--- config.mk ---
export PLATFORM = sky130hd
export DESIGN_NAME = memord_tracker
export DESIGN_NICKNAME = d
export VERILOG_FILES = /design/src/rtl/memord_pkg.sv /design/src/rtl/memord_queue.sv /design/src/rtl/memord_rules.sv /design/src/rtl/memord_tracker.sv
export SDC_FILE = /design/constraint.sdc
export NUM_CORES = 1
export LEC_CHECK = 0
export BUFFER_PORTS_ARGS = -buffer_cell sky130_fd_sc_hd__buf_4
export CORE_ASPECT_RATIO = 1.4
export CORE_UTILIZATION = 37
export CTS_CLUSTER_DIAMETER = 120
export DETAILED_ROUTE_END_ITERATION = 10
export PLACE_DENSITY_LB_ADDON = 0.15
export SYNTH_ARGS = -nofsm -noshare
export SYNTH_HDL_FRONTEND = slang
export SYNTH_SLANG_ARGS = --single-unit
--- constraint.sdc ---
create_clock -name clk -period 4.45 [get_ports clk]
set_clock_uncertainty 0.05 [all_clocks]
set_input_delay 0.445 -clock clk [delete_from_list [all_inputs] [get_ports clk]]
set_output_delay 0.445 -clock clk [all_outputs]
set_load 0.01 [all_outputs]
--- src/rtl/memord_pkg.sv ---
package memord_pkg;

    localparam int unsigned TAG_MAX_W = 16;

    typedef enum logic [1:0] {
        AV_OK      = 2'd0,
        AV_LQ_FULL = 2'd1,
        AV_SQ_FULL = 2'd2
    } avail_e;

    typedef struct packed {
        logic rd;
        logic wr;
        logic bar;
    } memop_t;

    // a strictly older than b when (a - b) mod 2^w has its top bit set
    function automatic logic tag_older(input logic [TAG_MAX_W-1:0] a,
                                       input logic [TAG_MAX_W-1:0] b,
                                       input int unsigned w);
        logic [TAG_MAX_W-1:0] d;
        d = a - b;
        return ((d >> (w - 1)) & 16'd1) != 16'd0;
    endfunction

endpackage

--- src/rtl/memord_queue.sv ---
module memord_queue
    import memord_pkg::*;
#(
    parameter int unsigned SLOTS = 6,
    parameter int unsigned DEPTH = 4,
    parameter int unsigned TAG_W = 4,
    localparam int unsigned CNT_W = $clog2(SLOTS + 1)
) (
    input  logic             clk,
    input  logic             rst,
    input  logic             alloc_i,
    input  logic [TAG_W-1:0] alloc_tag_i,
    input  logic             alloc_bar_i,
    input  logic             free_i,
    input  logic [TAG_W-1:0] free_tag_i,
    input  logic [TAG_W-1:0] look_tag_i,
    output logic             full_o,
    output logic             room_o,
    output logic             hit_o,
    output logic             hit_bar_o,
    output logic             older_any_o,
    output logic             older_bar_o,
    output logic [CNT_W-1:0] count_o
);
    localparam logic [CNT_W-1:0] DEPTH_C = CNT_W'(DEPTH);
    localparam logic [CNT_W-1:0] SLOTS_C = CNT_W'(SLOTS);
    localparam int unsigned      IDX_W   = (SLOTS > 1) ? $clog2(SLOTS) : 1;

    typedef struct packed {
        logic             vld;
        logic             bar;
        logic [TAG_W-1:0] tag;
    } slot_t;

    slot_t             slots [SLOTS];
    logic [IDX_W-1:0]  free_idx;
    logic              free_found;

    // first empty slot
    always_comb begin
        free_idx   = '0;
        free_found = 1'b0;
        for (int i = 0; i < SLOTS; i++) begin
            if (!slots[i].vld && !free_found) begin
                free_idx   = IDX_W'(i);
                free_found = 1'b1;
            end
        end
    end

    always_comb begin
        count_o = '0;
        for (int i = 0; i < SLOTS; i++) begin
            count_o = count_o + CNT_W'(slots[i].vld);
        end
    end

    generate
        if (DEPTH == 0) begin : g_unbounded
            assign full_o = 1'b0;
        end else begin : g_bounded
            assign full_o = (count_o >= DEPTH_C);
        end
    endgenerate

    assign room_o = (count_o < SLOTS_C);

    // look-up of the queried tag against every live slot
    always_comb begin
        hit_o       = 1'b0;
        hit_bar_o   = 1'b0;
        older_any_o = 1'b0;
        older_bar_o = 1'b0;
        for (int i = 0; i < SLOTS; i++) begin
            if (slots[i].vld) begin
                if (slots[i].tag == look_tag_i) begin
                    hit_o     = 1'b1;
                    hit_bar_o = hit_bar_o | slots[i].bar;
                end else if (tag_older(TAG_MAX_W'(slots[i].tag),
                                       TAG_MAX_W'(look_tag_i), TAG_W)) begin
                    older_any_o = 1'b1;
                    older_bar_o = older_bar_o | slots[i].bar;
                end
            end
        end
    end

    always_ff @(posedge clk) begin
        if (rst) begin
            for (int i = 0; i < SLOTS; i++) begin
                slots[i] <= '0;
            end
        end else begin
            for (int i = 0; i < SLOTS; i++) begin
                if (free_i && slots[i].vld && slots[i].tag == free_tag_i) begin
                    slots[i].vld <= 1'b0;
                    slots[i].bar <= 1'b0;
                end
            end
            if (alloc_i && free_found) begin
                slots[free_idx].vld <= 1'b1;
                slots[free_idx].bar <= alloc_bar_i;
                slots[free_idx].tag <= alloc_tag_i;
            end
        end
    end

    // occupancy never passes the reported depth nor the slot count
    assert_depth_bound_R10: assert property (@(posedge clk) disable iff (rst)
        (count_o <= SLOTS_C) && (DEPTH == 0 || count_o <= DEPTH_C));

    // the top never asks for a slot the queue cannot give
    assert_alloc_has_room_R10: assert property (@(posedge clk) disable iff (rst)
        alloc_i |-> room_o);

    // a completed tag is gone one edge later
    assert_free_removes_R9: assert property (@(posedge clk) disable iff (rst)
        (free_i && !alloc_i && look_tag_i == free_tag_i) |=>
            ($past(look_tag_i) != look_tag_i) || !hit_o);

endmodule

--- src/rtl/memord_rules.sv ---
module memord_rules (
    input  logic no_alias_i,
    input  logic lq_hit_i,
    input  logic lq_hit_bar_i,
    input  logic lq_older_any_i,
    input  logic lq_older_bar_i,
    input  logic sq_hit_i,
    input  logic sq_hit_bar_i,
    input  logic sq_older_any_i,
    input  logic sq_older_bar_i,
    output logic ready_o
);
    logic st_after_st;
    logic st_after_ld;
    logic ld_after_st;
    logic ld_bar_wait;
    logic st_bar_wait;

    always_comb begin
        st_after_st = sq_hit_i && sq_older_any_i;
        ld_after_st = lq_hit_i && !no_alias_i && sq_older_any_i;
        st_after_ld = sq_hit_i && lq_older_any_i;
        ld_bar_wait = lq_hit_i && (lq_older_bar_i ||
                                   (lq_hit_bar_i && lq_older_any_i));
        st_bar_wait = sq_hit_i && (sq_older_bar_i ||
                                   (sq_hit_bar_i && sq_older_any_i));
        ready_o = (lq_hit_i || sq_hit_i) && !st_after_st && !ld_after_st &&
                  !st_after_ld && !ld_bar_wait && !st_bar_wait;
    end

endmodule

--- src/rtl/memord_tracker.sv ---
module memord_tracker
    import memord_pkg::*;
#(
    parameter int unsigned TAG_W    = 4,
    parameter int unsigned SLOTS    = 6,
    parameter int unsigned LQ_DEPTH = 4,
    parameter int unsigned SQ_DEPTH = 2
) (
    input  logic             clk,
    input  logic             rst,
    input  logic             cfg_no_alias,
    input  logic             disp_valid,
    input  logic [TAG_W-1:0] disp_tag,
    input  logic             disp_load,
    input  logic             disp_store,
    input  logic             disp_barrier,
    input  logic             cmp_valid,
    input  logic [TAG_W-1:0] cmp_tag,
    input  logic [TAG_W-1:0] qry_tag,
    output logic             qry_ready,
    input  logic             chk_load,
    input  logic             chk_store,
    output logic [1:0]       avail_status,
    output logic             proto_err
);
    localparam int unsigned CNT_W = $clog2(SLOTS + 1);

    memop_t           dop;
    logic             lq_full, lq_room, lq_hit, lq_hit_bar, lq_older_any, lq_older_bar;
    logic             sq_full, sq_room, sq_hit, sq_hit_bar, sq_older_any, sq_older_bar;
    logic [CNT_W-1:0] lq_count, sq_count;
    logic             rejected, alloc_lq, alloc_sq, err_q;
    avail_e           status;

    assign dop = '{rd: disp_load, wr: disp_store, bar: disp_barrier};

    always_comb begin
        rejected = disp_valid &&
                   ((dop.rd && (lq_full || !lq_room)) ||
                    (dop.wr && (sq_full || !sq_room)));
        alloc_lq = disp_valid && dop.rd && !rejected;
        alloc_sq = disp_valid && dop.wr && !rejected;
    end

    memord_queue #(.SLOTS(SLOTS), .DEPTH(LQ_DEPTH), .TAG_W(TAG_W)) u_loadq (
        .clk, .rst,
        .alloc_i(alloc_lq), .alloc_tag_i(disp_tag), .alloc_bar_i(dop.bar),
        .free_i(cmp_valid), .free_tag_i(cmp_tag), .look_tag_i(qry_tag),
        .full_o(lq_full), .room_o(lq_room), .hit_o(lq_hit), .hit_bar_o(lq_hit_bar),
        .older_any_o(lq_older_any), .older_bar_o(lq_older_bar), .count_o(lq_count)
    );

    memord_queue #(.SLOTS(SLOTS), .DEPTH(SQ_DEPTH), .TAG_W(TAG_W)) u_storeq (
        .clk, .rst,
        .alloc_i(alloc_sq), .alloc_tag_i(disp_tag), .alloc_bar_i(dop.bar),
        .free_i(cmp_valid), .free_tag_i(cmp_tag), .look_tag_i(qry_tag),
        .full_o(sq_full), .room_o(sq_room), .hit_o(sq_hit), .hit_bar_o(sq_hit_bar),
        .older_any_o(sq_older_any), .older_bar_o(sq_older_bar), .count_o(sq_count)
    );

    memord_rules u_rules (
        .no_alias_i(cfg_no_alias),
        .lq_hit_i(lq_hit), .lq_hit_bar_i(lq_hit_bar),
        .lq_older_any_i(lq_older_any), .lq_older_bar_i(lq_older_bar),
        .sq_hit_i(sq_hit), .sq_hit_bar_i(sq_hit_bar),
        .sq_older_any_i(sq_older_any), .sq_older_bar_i(sq_older_bar),
        .ready_o(qry_ready)
    );

    // load-queue-full is tested first
    always_comb begin
        if (chk_load && lq_full)       status = AV_LQ_FULL;
        else if (chk_store && sq_full) status = AV_SQ_FULL;
        else                           status = AV_OK;
    end
    assign avail_status = status;

    always_ff @(posedge clk) begin
        if (rst) err_q <= 1'b0;
        else     err_q <= err_q | rejected;
    end
    assign proto_err = err_q;

    // error stays set once raised
    assert_err_sticky_R10: assert property (@(posedge clk) disable iff (rst)
        proto_err |=> proto_err);

    // a rejected dispatch raises the error and leaves both queues untouched
    assert_reject_no_alloc_R10: assert property (@(posedge clk) disable iff (rst)
        (rejected && !cmp_valid) |=>
            proto_err && $stable(lq_count) && $stable(sq_count));

    // only the three defined codes appear
    assert_status_code_R7: assert property (@(posedge clk) disable iff (rst)
        avail_status != 2'd3);

    // an unknown tag is never reported ready
    assert_ready_needs_entry_R9: assert property (@(posedge clk) disable iff (rst)
        qry_ready |-> (lq_hit || sq_hit));

    // a combined operation lands in both queues together
    assert_dual_alloc_R6: assert property (@(posedge clk) disable iff (rst)
        (disp_valid && disp_load && disp_store && !rejected && !cmp_valid) |=>
            (lq_count == $past(lq_count) + CNT_W'(1)) &&
            (sq_count == $past(sq_count) + CNT_W'(1)));

endmodule

# After elaboration in Yosys (flattened, before gate mapping)
# Memories as Yosys holds them, arrays and structs flattened.
# Index checks and enable logic that the tools add are counted.
totals:
  ff_bits: 1
  mem_bits_rw: 72
  in_bits: 22
  output_inout_bits: 4
  mem_count: 2
classes:
  add_sub_neg: 22
  order_cmp: 4
  eq_ne: 24
  n_mux: 212
  n_bitwise: 45
  n_reduce_logical: 91
memory_table:
  columns: ["name", "depth", "word_bits", "read_ports", "rd_clocked_by_memory_dff", "write_ports", "line", "rtl"]
  rows:
  - ["u_loadq.slots", 6, 6, 6, 0, 7, "memord_queue.sv:35", "slot_t slots [SLOTS];"]
  - ["u_storeq.slots", 6, 6, 6, 0, 7, "memord_queue.sv:35", null]
op_table:
  columns: ["op", "count"]
  rows:
  - ["1-bit two-way mux", 202]
  - ["4-bit equality test", 24]
  - ["1-bit logical AND", 58]
  - ["4-bit subtractor", 12]
  - ["1-bit OR", 45]
  - ["1-bit logical NOT", 27]
  - ["3-bit by 1-bit adder with 3-bit output", 8]
  - ["3-bit two-way mux", 8]
  - ["1-bit logical OR", 6]
  - ["3-bit less-than comparator (second input constant)", 2]
  - ["1-bit by 1-bit adder with 2-bit output", 2]
  - ["2-bit two-way mux", 2]
  - ["3-bit by 2-bit greater-or-equal comparator with 1-bit output (second input constant)", 1]
  - ["3-bit greater-or-equal comparator (second input constant)", 1]

# Depth between registers and ports, before layout
# Gate-level depths: netlist of the first run.
# An unclocked memory read counts as a cell.
depth:
  depth_word: 30
  ltp_mapped: 14
  mapped_depth_nobuf: 14

# Cells and area by module
# A second synthesis of the first run with hierarchy kept.
unflattened:
  cells_unflattened: 526
  hier_area_um2: 5287.6
modules_own_cells:
  columns: ["mod", "n_inst", "cells_per_inst", "area_each_um2", "seq_area_each_um2"]
  rows:
  - ["memord_queue at u_storeq", 1, 248, 2603.7, 1021.0]
  - ["memord_queue at u_loadq", 1, 260, 2567.5, 1021.0]
  - ["memord_tracker", 1, 12, 83.8, 20.0]
  - ["memord_rules", 1, 6, 32.5, 0.0]

# Worst setup path after synthesis of the first run
# No wires, ideal clock.
synth_timing:
  path_kind: "reg-to-reg"
  startpoint: "memory u_storeq.slots[1][5] (netlist bit)"
  endpoint: "memory u_loadq.slots[4][4] (netlist bit), enable pin"
  setup_ps: 297
  arrival_time_ps: 3589
  required_ps: 4103
  path_slack_ps: 514
  stages_incl_launch_ff: 14
  n_path_buf: 0
  period_less_slack_ps: 3936
  cell_sequence: "dfxtp_1 > inv_1 > ha_1 > fa_1 > inv_1 > ha_1 > a21oi_1 > fa_1 > a21boi_0 > a2111oi_0 > and2_1 > nand3_1 > o21ai_0 > a41o_1"
synth_rtl:
  columns: ["element", "line"]
  rows:
  - ["start, declared", "memord_queue.sv:35"]
  - ["end, declared", "memord_queue.sv:35"]

==> impl_metrics.tcl, run 1 <==
set metrics [dict create \
    grt_util_met3_pct 3.83 \
    syn_area_um2 4970 \
    cts_sinks 69 \
    drc 0 \
    place_congestion 0.877 \
    rsz0062_at_grt "false" \
    cts_buffer_depth 2 \
    area_delta_synth_final_pct 13.6 \
    yosysTopAreaCell "edfxtp_1" \
    ys.warnings.count 0 \
    dieArea_um2 13900 \
    cts_hold_buf 0 \
    finalPower_mw 1.69 \
    path_clk_slew_ns 0.06 \
    port_buffers 25 \
    cp_max_fo 6 \
    cts.htree.levels 3 \
    ant_nets 0 \
    ys_top_cells_by_area "edfxtp_1, ha_1, and2_1, dfxtp_1, xor2_1" \
    tightest_slew_ns 0.606 \
    yosysTopAreaCellShare_pct 33.8 \
    crit_slowest_cell "or4_1" \
    start_kind "flip-flop" \
    async_reset_ff_share_pct 0 \
    drive_gt1_share_pct 11.6 \
    drt_iter0_drc 159 \
    critPathKind "reg2reg" \
    max_slew_margin_pct 59.2 \
    max_freq_mhz 240 \
    endpoint_kind "flip-flop" \
    nets 607 \
    via_per_inst 5.31 \
    path_cells "inv_1 > ha_1 > fa_1 > inv_1 > ha_1 > a21oi_1 > fa_1 > a21boi_0 > a21o_1 > or4_1 > nor3_4 > or2_1" \
    cts_tree "built" \
    synthTopCellsByCount "edfxtp_1, and2_1, ha_1" \
    route.vias.total 3828 \
    fin_crit_sh_pct 93.6 \
    wl_mm 14.0 \
    grt_max_degree 19 \
    core-area_um2 13000 \
    diodes 0 \
    synth_cell_types 51 \
    r2r_slack_ns 0.29 \
    antenna_found_initial 0 \
    hold_violations 0 \
    setup_violations 0 \
    p_per_area_nw_per_um2 299 \
    grt_pass1_vias 3980 \
    fp.dieH_um 139 \
    cts.repair.resized 0 \
    grt_pass1_wl_mm 21.6 \
    min-delay-start "disp_valid" \
    finalSetupTns_ns 0 \
    initial_core_util_pct 38.3 \
    arrival_ns 4.14 \
    dp_hpwl_mm 10.1 \
    drt-pass1-iter-count 5 \
    post_cts_buffers 0 \
    syn_inst 513 \
    die_w_um 100 \
    power_leakage_nw 2.37 \
    drv_slew 0 \
    ios 26 \
    r2r-start "u_storeq.slots[1][5]$_SDFFE_PP1P_" \
    cts-buffers-inserted 9 \
    wl_per_cell_um 19.4 \
    seq_area_frac_synth_pct 39.1 \
    cp.required_ns 4.43 \
    hp-class "in2reg" \
    grt_use_met1_pct 23.8 \
    cts-root-buf "clkbuf_16" \
    avgSynthCellArea_um2 9.69 \
    synth_ff_type "edfxtp_1" \
    min_period_ns 4.16 \
    yosys.cell_count.top_type "edfxtp_1" \
    row_count 49 \
    clock_latency_ns 0.33 \
    drv_cap 0 \
    critPathLaunch "u_storeq.slots[1][5]$_SDFFE_PP1P_" \
    cp_slowest_stage_delay_ns 0.76 \
    synth_edf_count 56 \
    busiest_layer "met2" \
    ys_seq_elements 69 \
    outcome "finished clean" \
    use_met2_pct 39.0 \
    syn-num-nets 582 \
    vdd_drop_max_mv 0.170 \
    grtUsageTotal_pct 21.4 \
    overflow 0 \
]
[flip-flops by register name (all words and copies together) (netlist names)]
signal / count
proto_err: 1
u_loadq.slots: 36
u_storeq.slots: 32
[per-layer routing]
metal | wire [µm] | up-vias
li1 | - | 1870
met1 | 5680 | 1850
met2 | 7400 | 82
met3 | 444 | 26
met4 | 435 | 0
met5 | 0 | -
[path summary, 6_finish.rpt]
| check | depth (start not counted) | endpoint |
|---|---|---|
| hold / removal | 3 | proto_err$_SDFF_PP0_ |
| hold reg to reg | 2 | proto_err$_SDFF_PP0_ |
| setup reg to reg | 12 | u_storeq.slots[5][3]$_SDFFCE_PN0P_ |
| setup / recovery | 12 | u_storeq.slots[5][3]$_SDFFCE_PN0P_ |
[where the power goes]
group	leakage (nW)	internal [mW]	total, mW	switching [mW]
logic	1.55	0.102	0.255	0.153
clock network	0.141	0.425	0.689	0.264
registers	0.681	0.723	0.744	0.0211
total	2.37	1.25	1.69	0.439
[metrics by stage]
step	cells	worst slack [ns]	instance area (µm²)	utilization, %	hold slack [ns]
floorplan	513	0.514	4970	-	0.452
global placement	705	0.365	5370	41.3	0.488
detailed placement	705	0.317	5370	41.3	0.486
CTS	721	0.288	5650	43.5	0.338
global route	721	0.0646	5650	43.5	0.401
finish	721	0.286	5650	43.5	0.351
[critical path, delay by kind of cell, from the launching register on]
family	cells	cell delay [ns]
adder cells (fa/ha/maj)	4	1.63
AND/OR/NAND/NOR	3	1.24
flip-flops	1	0.42
AO/OA/AOI/OAI	3	0.39
buffers and inverters	2	0.13
[layout make-up]
type | count | area (µm²)
multi-input combinational | 383 | 2790
tap | 178 | 223
fill | 1283 | 7350
clock inverter | 7 | 56.3
timing repair buffer | 34 | 255
sequential | 69 | 1940
inverter | 41 | 154
clock buffer | 9 | 225
[logic make-up (layout without fill, tap and decap cells)]
logic type,Yosys count,in the layout,share of synthesized area [%]
muxes,10,10,2.01
xor gates and xnor gates,51,51,8.98
and+or+nand+nor,195,195,22.5
AOI/OAI and AO/OA,80,80,10.4
buffers and inverters,61,91,4.78
DFF,69,69,39.1
adders and majority gates,47,47,12.3
[layout by cell type, fill, tap and decap left out, types with 2 or more instances in the layout]
| cell type | netlist | layout |
|---|---|---|
| a21o_1 | 11 | 11 |
| or2_2 | 8 | 8 |
| and4_1 | 4 | 4 |
| o21ai_0 | 17 | 17 |
| o22ai_1 | 8 | 8 |
| nand3_1 | 24 | 24 |
| clkinv_1 | 0 | 3 |
| a222oi_1 | 3 | 3 |
| ha_1 | 44 | 44 |
| inv_1 | 41 | 41 |
| or2_1 | 3 | 3 |
| a221oi_1 | 2 | 2 |
| buf_4 | 2 | 34 |
| edfxtp_1 | 56 | 56 |
| nor2_1 | 16 | 16 |
| nor4_1 | 9 | 9 |
| xor2_1 | 29 | 29 |
| nand2_1 | 33 | 33 |
| dfxtp_1 | 13 | 13 |
| nand4_1 | 6 | 6 |
| fa_1 | 3 | 3 |
| a31o_2 | 2 | 2 |
| clkinv_2 | 0 | 3 |
| mux2i_1 | 10 | 10 |
| nor3b_1 | 2 | 2 |
| nand2b_1 | 4 | 4 |
| nor3_4 | 3 | 3 |
| a21oi_1 | 21 | 21 |
| clkbuf_16 | 0 | 9 |
| a22oi_1 | 3 | 3 |
| nand3b_1 | 5 | 5 |
| and3_1 | 8 | 8 |
| nor3_1 | 10 | 10 |
| o211ai_1 | 2 | 2 |
| and2_1 | 55 | 55 |
| xnor2_1 | 22 | 22 |
| o32ai_1 | 2 | 2 |
Note: power is estimated with default switching activity, not from simulation.
==> run 2: changes to the inputs <==
Settings changed: MAX_ROUTING_LAYER set to met4.
==> run 2 against run 1 <==
Against the previous run:
- critical path depth unchanged
- register-to-register slack about the same
- first-iteration DRC count up 6.9%
- clock-buffer cell count unchanged
- sequential power about the same
- worst hold slack worse by 0.0016 ns
- die area unchanged
- critical endpoint unchanged
- cell count unchanged
- flip-flop and latch count unchanged
- power about the same
- largest cell class unchanged
- sequential share of layout area unchanged
- via count down 0.39%
==> impl_metrics.tcl, run 2 (same netlist as run 1, synthesis figures left out) <==
set metrics [dict create \
    wl_per_cell_um 19.4 \
    row_count 49 \
    cp_max_fo 6 \
    grt_pass1_wl_mm 21.6 \
    clock_latency_ns 0.33 \
    via_per_inst 5.29 \
    diodes 0 \
    largest_reg_flops 36 \
    drive_gt1_share_pct 11.6 \
    cts_sinks 69 \
    path_clk_slew_ns 0.06 \
    cp.required_ns 4.43 \
    rsz0062_at_grt "false" \
    dp_hpwl_mm 10.1 \
    fin_crit_sh_pct 93.7 \
    finalSetupTns_ns 0 \
    cp_num_buf_inv 2 \
    clkPwrFrac_pct 40.8 \
    area_delta_synth_final_pct 13.6 \
    min_period_ns 4.17 \
    hp-class "in2reg" \
    initial_core_util_pct 38.3 \
    p_sw_share_pct 25.9 \
    setup_violations 0 \
    final_common_cell "edfxtp_1" \
    grtUsageTotal_pct 22.0 \
    outcome "finished clean" \
    placed_area_um2 5370 \
    vdd_drop_max_mv 0.170 \
    grt_max_degree 19 \
    drt-pass1-iter-count 5 \
    route.vias.total 3813 \
    ff_latch_area_um2 1940 \
    cts-buffers-inserted 9 \
    comb_power_share_pct 15.1 \
    arrival_ns 4.15 \
    critPathKind "reg2reg" \
    start_kind "flip-flop" \
    grt_pass1_vias 3980 \
    max_flop_register "u_loadq.slots" \
    nFillCells 1283 \
    dieArea_um2 13900 \
    port_buffers 25 \
    final_area_um2 5650 \
    max_freq_mhz 240 \
    hold_violations 0 \
    p_sw_uw 437 \
    drv_slew 0 \
    overflow 0 \
    post_cts_buffers 0 \
    endpoint_kind "flip-flop" \
    drc 0 \
    power_leakage_nw 2.37 \
    drv_cap 0 \
    nets 607 \
    cts_buffer_depth 2 \
    wl_mm 14.0 \
    cts.repair.resized 0 \
    cts_hold_buf 0 \
    antenna_found_initial 0 \
    crit_family "adder cells" \
    cellInternalPower_mw 1.25 \
    multi_input_area_um2 2790 \
    ant_nets 0 \
    p_seq_share_pct 44.1 \
    cts_tree "built" \
    fp.dieH_um 139 \
    p_per_area_nw_per_um2 299 \
    cp_slowest_stage_delay_ns 0.76 \
    core-area_um2 13000 \
    place_congestion 0.891 \
    ios 26 \
    tightest_slew_ns 0.616 \
    path_cells "inv_1 > ha_1 > fa_1 > inv_1 > ha_1 > a21oi_1 > fa_1 > a21boi_0 > a21o_1 > or4_1 > nor3_4 > or2_1" \
    max_slew_margin_pct 58.9 \
    cts-root-buf "clkbuf_16" \
    drt_iter0_drc 170 \
    final_cell_mix "edfxtp_1, and2_1, ha_1" \
    cts.htree.levels 3 \
    crit_slowest_cell "or4_1" \
    die_w_um 100 \
]
[run 2: layer usage]
layer	wire, µm	vias to the layer above	global-route usage [%]
li1	-	1871	-
met1	5650	1832	23.8
met2	7410	83	39.1
met3	414	27	3.02
met4	485	0	10.1
met5	0	-	-
[run 2: worst reg2reg max path, stage by stage (launching register included)]
cell and delay (ns):
dfxtp_1 0.42, inv_1 0.09, ha_1 0.32, fa_1 0.53, inv_1 0.04, ha_1 0.27, a21oi_1 0.08, fa_1 0.51
a21boi_0 0.10, a21o_1 0.21, or4_1 0.76, nor3_4 0.27, or2_1 0.22
[run 2: through the flow]
stage                     hold slack, ns  power (mW)  setup slack (ns)  std cells  utilization [%]
after CTS                          0.338        1.70             0.288        721             43.5
final                              0.349        1.69             0.280        721             43.5
after global routing               0.406        1.76            0.0647        721             43.5
after floorplan                    0.452       0.922             0.514        513                -
after global placement             0.488        1.01             0.365        705             41.3
after detailed placement           0.486        1.01             0.317        705             41.3
[run 2: area by class of cell]
cell class	count	area share, %
Multi-Input combinational cell	383	49.4
Sequential cell	69	34.4
Timing Repair Buffer	34	4.52
Clock buffer	9	3.99
Tap cell	178	3.94
Inverter	41	2.72
Clock inverter	7	0.997
[run 2: path summary, 6_finish.rpt]
kind / slack, ns / end / cells after the start / from
worst max-delay path: 0.28 / u_storeq.slots[5][3]$_SDFFCE_PN0P_ / 12 / u_storeq.slots[1][5]$_SDFFE_PP1P_
worst min-delay path: 0.35 / proto_err$_SDFF_PP0_ / 3 / disp_valid
worst max register to register: 0.28 / u_storeq.slots[5][3]$_SDFFCE_PN0P_ / 12 / u_storeq.slots[1][5]$_SDFFE_PP1P_
worst min register to register: 0.50 / proto_err$_SDFF_PP0_ / 2 / proto_err$_SDFF_PP0_
[run 2: power by group through the flow]
stage               clock (mW)  sequential, mW  combinational (mW)
finish                   0.688           0.744               0.255
global route             0.732           0.746               0.284
floorplan                    0           0.751               0.171
global placement             0           0.757               0.250
detailed placement           0           0.757               0.256
CTS                      0.703           0.744               0.257
